[src/rtl/out_route_pkg.sv]
package out_route_pkg;

    localparam int SRC_W  = 6;
    localparam int CODE_W = 2;
    localparam int SEL_W  = 3;

    typedef enum logic [SRC_W-1:0] {
        SRC_MUTE      = 6'b000001,
        SRC_RAW       = 6'b000010,
        SRC_RETIMED   = 6'b000100,
        SRC_VCO_FULL  = 6'b001000,
        SRC_VCO_DIV40 = 6'b010000,
        SRC_REF10M    = 6'b100000
    } src_t;

    typedef enum logic [CODE_W-1:0] {
        CM_MUTE     = 2'b00,
        CM_DATA_CLK = 2'b01,
        CM_RETIME   = 2'b10,
        CM_RAW      = 2'b11
    } common_t;

    typedef struct packed {
        src_t src;
        logic invalid;
    } lane_pick_t;

    // Lane 0 individual encoding of an applied source
    function automatic logic [SEL_W-1:0] enc_lane0(input src_t s);
        case (s)
            SRC_REF10M:  return 3'b001;
            SRC_RAW:     return 3'b010;
            SRC_RETIMED: return 3'b100;
            default:     return 3'b000;
        endcase
    endfunction

    // Lane 1 individual encoding of an applied source
    function automatic logic [SEL_W-1:0] enc_lane1(input src_t s);
        case (s)
            SRC_RAW:       return 3'b000;
            SRC_RETIMED:   return 3'b001;
            SRC_VCO_FULL:  return 3'b010;
            SRC_VCO_DIV40: return 3'b101;
            SRC_REF10M:    return 3'b101;
            default:       return 3'b111;
        endcase
    endfunction

endpackage

[src/rtl/route_common_dec.sv]
module route_common_dec
    import out_route_pkg::*;
(
    input  common_t code,
    input  logic    locked,
    input  logic    above_3g,
    output src_t    src0,
    output src_t    src1
);
    always_comb begin
        src0 = SRC_MUTE;
        src1 = SRC_MUTE;
        unique case (code)
            CM_MUTE: begin
                src0 = SRC_MUTE;
                src1 = SRC_MUTE;
            end
            CM_DATA_CLK: begin
                if (locked) begin
                    src0 = SRC_RETIMED;
                    src1 = above_3g ? SRC_VCO_DIV40 : SRC_VCO_FULL;
                end else begin
                    src0 = SRC_RAW;
                    src1 = SRC_MUTE;
                end
            end
            CM_RETIME: begin
                src0 = locked ? SRC_RETIMED : SRC_RAW;
                src1 = locked ? SRC_RETIMED : SRC_RAW;
            end
            CM_RAW: begin
                src0 = SRC_RAW;
                src1 = SRC_RAW;
            end
        endcase
    end
endmodule

[src/rtl/route_lane0_dec.sv]
module route_lane0_dec
    import out_route_pkg::*;
(
    input  logic [SEL_W-1:0] sel,
    output lane_pick_t       pick
);
    always_comb begin
        pick.invalid = 1'b0;
        case (sel)
            3'b000:  pick.src = SRC_MUTE;
            3'b001:  pick.src = SRC_REF10M;
            3'b010:  pick.src = SRC_RAW;
            3'b100:  pick.src = SRC_RETIMED;
            default: begin
                pick.src     = SRC_MUTE;
                pick.invalid = 1'b1;
            end
        endcase
    end
endmodule

[src/rtl/route_lane1_dec.sv]
module route_lane1_dec
    import out_route_pkg::*;
(
    input  logic [SEL_W-1:0] sel,
    input  logic             div_pick,
    output lane_pick_t       pick
);
    always_comb begin
        pick.invalid = 1'b0;
        case (sel)
            3'b000:  pick.src = SRC_RAW;
            3'b001:  pick.src = SRC_RETIMED;
            3'b010:  pick.src = SRC_VCO_FULL;
            3'b101:  pick.src = div_pick ? SRC_VCO_DIV40 : SRC_REF10M;
            3'b111:  pick.src = SRC_MUTE;
            default: begin
                pick.src     = SRC_MUTE;
                pick.invalid = 1'b1;
            end
        endcase
    end
endmodule

[src/rtl/out_route_ctrl.sv]
module out_route_ctrl
    import out_route_pkg::*;
(
    input  logic              clk,
    input  logic              rst,
    input  logic              cdr_locked,
    input  logic              rate_above_3g,
    input  logic [CODE_W-1:0] pin_common,
    input  logic              pin_ovr_en,
    input  logic [CODE_W-1:0] reg_common,
    input  logic              indiv_en,
    input  logic [SEL_W-1:0]  reg_sel0,
    input  logic [SEL_W-1:0]  reg_sel1,
    input  logic              div_clk_pick,
    input  logic              inv_out1_cfg,
    output logic [SRC_W-1:0]  lane0_src,
    output logic [SRC_W-1:0]  lane1_src,
    output logic              lane1_invert,
    output logic [SEL_W-1:0]  sel0_readback,
    output logic [SEL_W-1:0]  sel1_readback,
    output logic              sel0_invalid,
    output logic              sel1_invalid
);
    common_t    eff_code;
    src_t       cm_src0, cm_src1;
    lane_pick_t ind0, ind1;
    lane_pick_t nxt0, nxt1;

    assign eff_code = common_t'(pin_ovr_en ? reg_common : pin_common);

    route_common_dec u_common (
        .code     (eff_code),
        .locked   (cdr_locked),
        .above_3g (rate_above_3g),
        .src0     (cm_src0),
        .src1     (cm_src1)
    );

    route_lane0_dec u_lane0 (
        .sel  (reg_sel0),
        .pick (ind0)
    );

    route_lane1_dec u_lane1 (
        .sel      (reg_sel1),
        .div_pick (div_clk_pick),
        .pick     (ind1)
    );

    always_comb begin
        if (indiv_en) begin
            nxt0 = ind0;
            nxt1 = ind1;
        end else begin
            nxt0 = '{src: cm_src0, invalid: 1'b0};
            nxt1 = '{src: cm_src1, invalid: 1'b0};
        end
    end

    always_ff @(posedge clk) begin
        if (rst) begin
            lane0_src     <= SRC_MUTE;
            lane1_src     <= SRC_MUTE;
            lane1_invert  <= 1'b0;
            sel0_readback <= 3'b000;
            sel1_readback <= 3'b111;
            sel0_invalid  <= 1'b0;
            sel1_invalid  <= 1'b0;
        end else begin
            lane0_src     <= nxt0.src;
            lane1_src     <= nxt1.src;
            lane1_invert  <= inv_out1_cfg;
            sel0_readback <= enc_lane0(nxt0.src);
            sel1_readback <= enc_lane1(nxt1.src);
            sel0_invalid  <= nxt0.invalid;
            sel1_invalid  <= nxt1.invalid;
        end
    end

    AST_LANE_ONEHOT: assert property (@(posedge clk) disable iff (rst)
        $onehot(lane0_src) && $onehot(lane1_src));
    AST_OUT0_NO_VCO: assert property (@(posedge clk) disable iff (rst)
        !lane0_src[3] && !lane0_src[4]);
    AST_INVALID_MUTES: assert property (@(posedge clk) disable iff (rst)
        (sel0_invalid |-> lane0_src == SRC_MUTE) and (sel1_invalid |-> lane1_src == SRC_MUTE));
    AST_COMMON_NO_INVALID: assert property (@(posedge clk) disable iff (rst)
        (!$past(rst) && !$past(indiv_en)) |-> (!sel0_invalid && !sel1_invalid));
    AST_RETIME_FOLLOWS_LOCK: assert property (@(posedge clk) disable iff (rst)
        (!$past(rst) && !$past(indiv_en) && $past(eff_code) == CM_RETIME)
        |-> (lane0_src == ($past(cdr_locked) ? SRC_RETIMED : SRC_RAW)));
    AST_INVERT_DELAY: assert property (@(posedge clk) disable iff (rst)
        !$past(rst) |-> lane1_invert == $past(inv_out1_cfg));

endmodule

[config.mk]
export PLATFORM = sky130hd
export DESIGN_NAME = out_route_ctrl
export DESIGN_NICKNAME = d
export VERILOG_FILES = /design/src/rtl/out_route_pkg.sv /design/src/rtl/route_common_dec.sv /design/src/rtl/route_lane0_dec.sv /design/src/rtl/route_lane1_dec.sv /design/src/rtl/out_route_ctrl.sv
export SDC_FILE = /design/constraint.sdc
export NUM_CORES = 1
export LEC_CHECK = 0
export BUFFER_PORTS_ARGS = -buffer_cell sky130_fd_sc_hd__buf_2
export CAP_MARGIN = 10
export CELL_PAD_IN_SITES_DETAIL_PLACEMENT = 1
export CELL_PAD_IN_SITES_GLOBAL_PLACEMENT = 2
export CORE_AREA = 2 2 67 69
export DETAILED_ROUTE_END_ITERATION = 12
export DIE_AREA = 0 0 69 71
export PLACE_DENSITY = 0.84
export SYNTH_ARGS = -nofsm -noshare
export SYNTH_HDL_FRONTEND = slang
export SYNTH_HIERARCHICAL = 1
export SYNTH_SLANG_ARGS = --single-unit
export TNS_END_PERCENT = 50
[constraint.sdc]
create_clock -name clk -period 3.7 [get_ports clk]
set_input_delay 0.37 -clock clk [delete_from_list [all_inputs] [get_ports clk]]
set_output_delay 0.37 -clock clk [all_outputs]
set_load 0.01 [all_outputs]
==> results of run 1 <==
[cell type report]
| type | instances | area [um^2] | area share (%) |
|---|---|---|---|
| Tap cell | 52 | 65.1 | 4.32 |
| Timing Repair Buffer | 38 | 190 | 12.6 |
| Clock inverter | 1 | 5.00 | 0.332 |
| Sequential cell | 21 | 420 | 27.9 |
| Clock buffer | 3 | 41.3 | 2.74 |
| Multi-Input combinational cell | 112 | 762 | 50.6 |
| Inverter | 6 | 22.5 | 1.50 |
[where the power goes]
group / internal, mW / switching (mW) / total (mW) / leakage, nW
logic: 0.0474 / 0.0679 / 0.115 / 0.513
clock network: 0.0749 / 0.0765 / 0.151 / 0.0255
registers: 0.236 / 0.00230 / 0.239 / 0.172
[per-stage QoR]
stage               power (mW)  area (um^2)
floorplan                0.326         1280
global placement         0.355         1460
detailed placement       0.359         1460
CTS                      0.512         1510
global route             0.538         1510
finish                   0.505         1510
[routing by layer]
| metal | up-vias | wire [um] |
|---|---|---|
| met5 | - | 0 |
| met4 | 0 | 0 |
| met3 | 0 | 143 |
| met2 | 30 | 1450 |
| met1 | 494 | 1420 |
| li1 | 565 | - |
[critical path, stage by stage]
cell and delay, ns:
buf_2 0.10, mux2_2 0.36, inv_1 0.11, ha_1 0.21
nor2_1 0.06, o21a_1 0.21, o32a_1 0.40, o21a_1 0.19
or4_1 0.46
[cells in the final DEF (no fill, tap or decap), types with 3 or more instances in the layout]
cell	n
nor2_1	20
conb_1	6
clkbuf_8	3
ha_1	5
nand2b_1	7
inv_1	6
mux2i_1	10
nor3b_1	7
xor2_1	4
a21oi_1	4
buf_2	38
dfxtp_1	21
nand2_1	9
nor3_1	4
o21ai_0	3
[state kept, by name (all words and copies together), names as in the netlist]
register / cells
lane0_src: 6
lane1_src: 6
sel0_readback: 3
sel1_readback: 3
lane1_invert: 1
sel0_invalid: 1
sel1_invalid: 1
[logic make-up (layout without fill, tap and decap cells)]
family,after synthesis,in the layout,synth area share [%]
multiplexers,12,12,9.67
flip-flops,21,21,33.2
adder cells (fa/ha/maj),5,5,4.94
AND/OR/NAND/NOR,62,62,27.3
XOR/XNOR,5,5,3.45
AO/OA/AOI/OAI,22,22,12.9
buffers and inverters,17,48,7.90
other,2,6,0.593
[cells in the mapped netlist (2+ instances only)]
cell type,n,share of area [%]
dfxtp_1,21,33
nor2_1,20,5.9
mux2i_1,10,7.9
nand2_1,9,2.7
buf_4,7,4.1
nand2b_1,7,3.5
nor3b_1,7,4.1
inv_1,6,1.8
ha_1,5,4.9
a21oi_1,4,1.6
nor3_1,4,1.6
xor2_1,4,2.8
o21ai_0,3,1.2
and3_1,2,0.99
buf_2,2,0.79
conb_1,2,0.59
mux2_2,2,1.8
nand3b_1,2,1.2
nor2b_1,2,0.99
o21a_1,2,1.2
o21ai_1,2,0.79
o32ai_1,2,1.4
[worst max-delay path by stage]
stage                           from               end  slack, ns  cells after the start
final                     pin_ovr_en  sel1_readback[2]       1.38                      9
after floorplan           pin_ovr_en  sel1_readback[2]       1.38                      8
after global routing      pin_ovr_en  sel1_readback[1]       1.19                     10
after detailed placement  pin_ovr_en  sel1_readback[2]       1.10                      9
after global placement    pin_ovr_en  sel1_readback[1]       1.19                     10
after CTS                 pin_ovr_en  sel1_readback[2]       1.36                      9
==> results.ini, run 1 <==
[yosys]
syn_inst = 146
ys_seq_area_share_pct = 33.2
synth_edf_count = 0
synth_cell_types = 43
netlist_area_um2 = 1270
synth_warnings = 6
synthFlopType = dfxtp_1
postSynthAreaPerCell_um2 = 8.68
synth_seq_cells = 21
async_reset_ff_share_pct = 0

[sta]
worst_pin_slew_ns = 0.671
finalSetupTns_ns = 0
period_share_pct = 62.8
hold_slack_ns = 0.328
maxSlewViolCount = 0
rsz0062_at_grt = false
hold_viol_final = 0
period_needed_ns = 2.32
slew_headroom_pct = 55.3
finalWorstSetupSlack_ns = 1.38
setup_violations = 0
clock.fmax_mhz = 431

[status]
status = complete, no violations

[finish]
fillers = 530
nNetsFinal = 205
num_antenna_cells = 0
finish.utilization_pct = 35.8
syn_to_final_growth_pct = 18.9
drive_gt1_share_pct = 26.0
stdcell_count = 233

[floorplan]
io_pins = 39
rows = 24
dieHeight_um = 71
dieArea_um2 = 4900
die-width_um = 69
start_util_pct = 30.1
fp.coreArea_um2 = 4200

[worst_setup_path]
path_max_fanout = 4
endpoint_kind = register
crit_path_start_kind = input port
arrival_ns = 2.46
required_ns = 3.84
path_class = in -> reg

[placed_design]
place_hpwl_mm = 2.41
placedCellCount = 229
gp_congestion = 0.844
portBuffers = 38
dp_slack_ns = 1.10

[clocking]
cts.sinks = 21
clk_pin_slew_worst_paths_ns = 0.08
root_buffer = clkbuf_8
cts_hold_buffers = 0
cts_tree = yes
cts_htree_levels = 1
cts_buffer_depth = 2
ctsResizeCount = 0
postCtsSetupRepairBufs = 0
cts_made_buffers = 3

[route]
dr_total_vias = 1089
ant_nets = 0
drc = 0
dr.pass1.iters = 4
routedWlPerCell_um = 12.9
viasPerCell = 4.67
drt_iter0_markers = 28
routed_wl_mm = 3.01

[flow_run]
drv_cap = 0

[power_and_ir_drop]
pwr_density_cell_nw_per_um2 = 335
ir_worst_vdd_uv = 147
p_leak_nw = 0.711

[global_route]
grt_start_max_net_pins = 37
use_met2_pct = 21.6
gr-usage-met1_pct = 15.4
grt_overflow = 0
grt_antenna_before_repair = 0
gr-usage-met3_pct = 2.85
grt_pass1_vias = 1123
grt-busiest-layer = met2
grt_pass1_wl_mm = 4.94
track_usage_pct = 12.3

[hold_path]
hold_path_end = lane1_invert
whs_path_depth = 2
hp-start = inv_out1_cfg
hp-class = in -> reg

(Power assumes the default switching activity.)
==> run 2: changes to the inputs <==
CORE_AREA = 2 2 73 75   (was 2 2 67 69)
DIE_AREA = 0 0 75 77   (was 0 0 69 71)
PLACE_DENSITY = 0.75   (was 0.84)
clock period = 2 ns   (was 3.7 ns; I/O delays follow)
==> run 2 against run 1 <==
Critical path depth grew 1. Combinational power up 140%. Final cell count grew 15%. Setup slack worse by 1.3 ns. Clock-buffer cell count is 1 higher. Sequential share of layout area is 4.1 points lower. Core utilization shrank 0.34 points. First-iteration DRC count is 79% higher. Critical path type unchanged. Critical endpoint unchanged. Largest cell class unchanged.
==> results.ini, run 2 (synthesized netlist as in run 1, its figures left out) <==
[floorplan]
io_pins = 39
rows = 26
die-width_um = 75
dieHeight_um = 77
fp.coreArea_um2 = 4980
dieArea_um2 = 5780
start_util_pct = 25.5

[global_route]
grt_antenna_before_repair = 0
track_usage_pct = 10.8
grt_pass1_wl_mm = 5.02
grt_start_max_net_pins = 22
grt_overflow = 0
grt_pass1_vias = 1119

[sta]
clock.fmax_mhz = 525
rsz0062_at_grt = false
setup_violations = 0
hold_viol_final = 0
period_share_pct = 95.2
maxSlewViolCount = 0
finalWorstSetupSlack_ns = 0.0957
period_needed_ns = 1.90

[hold_path]
hp-start = inv_out1_cfg
whs_path_depth = 2
hp-class = in -> reg
hold_path_end = lane1_invert

[route]
routedWlPerCell_um = 11.4
viasPerCell = 4.40
drt_iter0_markers = 50
routed_wl_mm = 3.05
ant_nets = 0
dr_total_vias = 1175
drc = 0
dr.pass1.iters = 4

[clocking]
root_buffer = clkbuf_8
cts_made_buffers = 3
cts.sinks = 21
cts_buffer_depth = 2
cts_hold_buffers = 0
cts_tree = yes
cts_htree_levels = 1
clk_pin_slew_worst_paths_ns = 0.08

[power_and_ir_drop]
p_leak_nw = 0.821
ir_worst_vdd_uv = 205
pwr_density_cell_nw_per_um2 = 565

[worst_setup_path]
arrival_ns = 2.04
cp-startpoint = pin_ovr_en
crit_path_start_kind = input port
endpoint_kind = register
path_class = in -> reg
required_ns = 2.14
path_max_fanout = 3

[placed_design]
place_hpwl_mm = 2.40
portBuffers = 38
placedCellCount = 261
dp_slack_ns = -0.287
gp_congestion = 0.720

[finish]
top_regs = lane0_src (6), lane1_src (6)
stdcell_count = 267
drive_gt1_share_pct = 37.6
mostFrequentLayoutCells = buf_2, dfxtp_1, nor2_1, buf_4, mux2i_1
num_antenna_cells = 0
nNetsFinal = 221
layout_commonest_cell = buf_2
finish.utilization_pct = 35.5
syn_to_final_growth_pct = 39.4
fillers = 612

[status]
status = complete, no violations

[flow_run]
drv_cap = 0

-- run 2: cell types whose count changed in the layout (fill, tap and decap cells not counted), sizes merged --
cell / previous run / this run
clkbuf: 3 / 4
buf: 38 / 54
clkinv: 1 / 0
-- run 2: layer usage --
metal,wire length (um),share of wire [%],vias up,track usage [%]
li1,-,-,600,-
met1,1480,49,545,15.1
met2,1380,45,28,16.8
met3,153,5.0,2,1.58
met4,32,1.0,0,3.75
met5,0,0,-,0
-- run 2: worst max-delay path by stage --
stage,depth (start not counted),endpoint,slack [ns]
after floorplan,8,sel1_readback[2],-0.07
after global placement,10,sel1_readback[1],-0.29
after detailed placement,10,sel1_readback[0],-0.29
after CTS,9,sel1_readback[2],0.002
after global routing,10,sel1_readback[1],0.02
final,10,sel1_readback[2],0.1
-- run 2: area by class of cell --
type	count	area [um^2]	area share [%]
tap	70	87.6	4.96
timing repair buffer	54	314	17.8
multi-input combinational	112	875	49.5
clock buffer	4	45.0	2.55
sequential	21	420	23.8
inverter	6	25.0	1.42
-- run 2: stage by stage --
stage	setup TNS [ns]	area, um^2	hold WS (ns)	power, mW
2_1_floorplan	-0.0673	1310	0.272	0.610
3_3_place_gp	-0.759	1610	0.422	0.694
3_5_place_dp	-0.804	1610	0.420	0.695
4_1_cts	0	1680	0.154	0.983
5_1_grt	0	1770	0.197	1.06
6_report	0	1770	0.155	0.999
-- run 2: power by group --
part           switching, mW  internal, mW  total, mW  leakage [nW]
sequential           0.00389         0.437      0.441         0.172
combinational          0.148         0.132      0.280         0.626
clock                  0.136         0.142      0.277        0.0228
-- run 2: repair_timing --
action                                  4_1_cts  5_1_grt
endpoints found under the setup margin        2        3
setup buffers                                 0        2
gates cloned                                  0        0
resized for setup                             2       14
endpoints found under the hold margin         0        0
pin swaps                                     0        6
-- run 2: worst max-delay path: stages --
cell and delay, ns:
buf_2 0.12, mux2_4 0.31, buf_4 0.15, ha_4 0.16, nor2_1 0.09, o21a_1 0.16
o32a_1 0.20, buf_4 0.14, a2111oi_4 0.04, or4_1 0.48
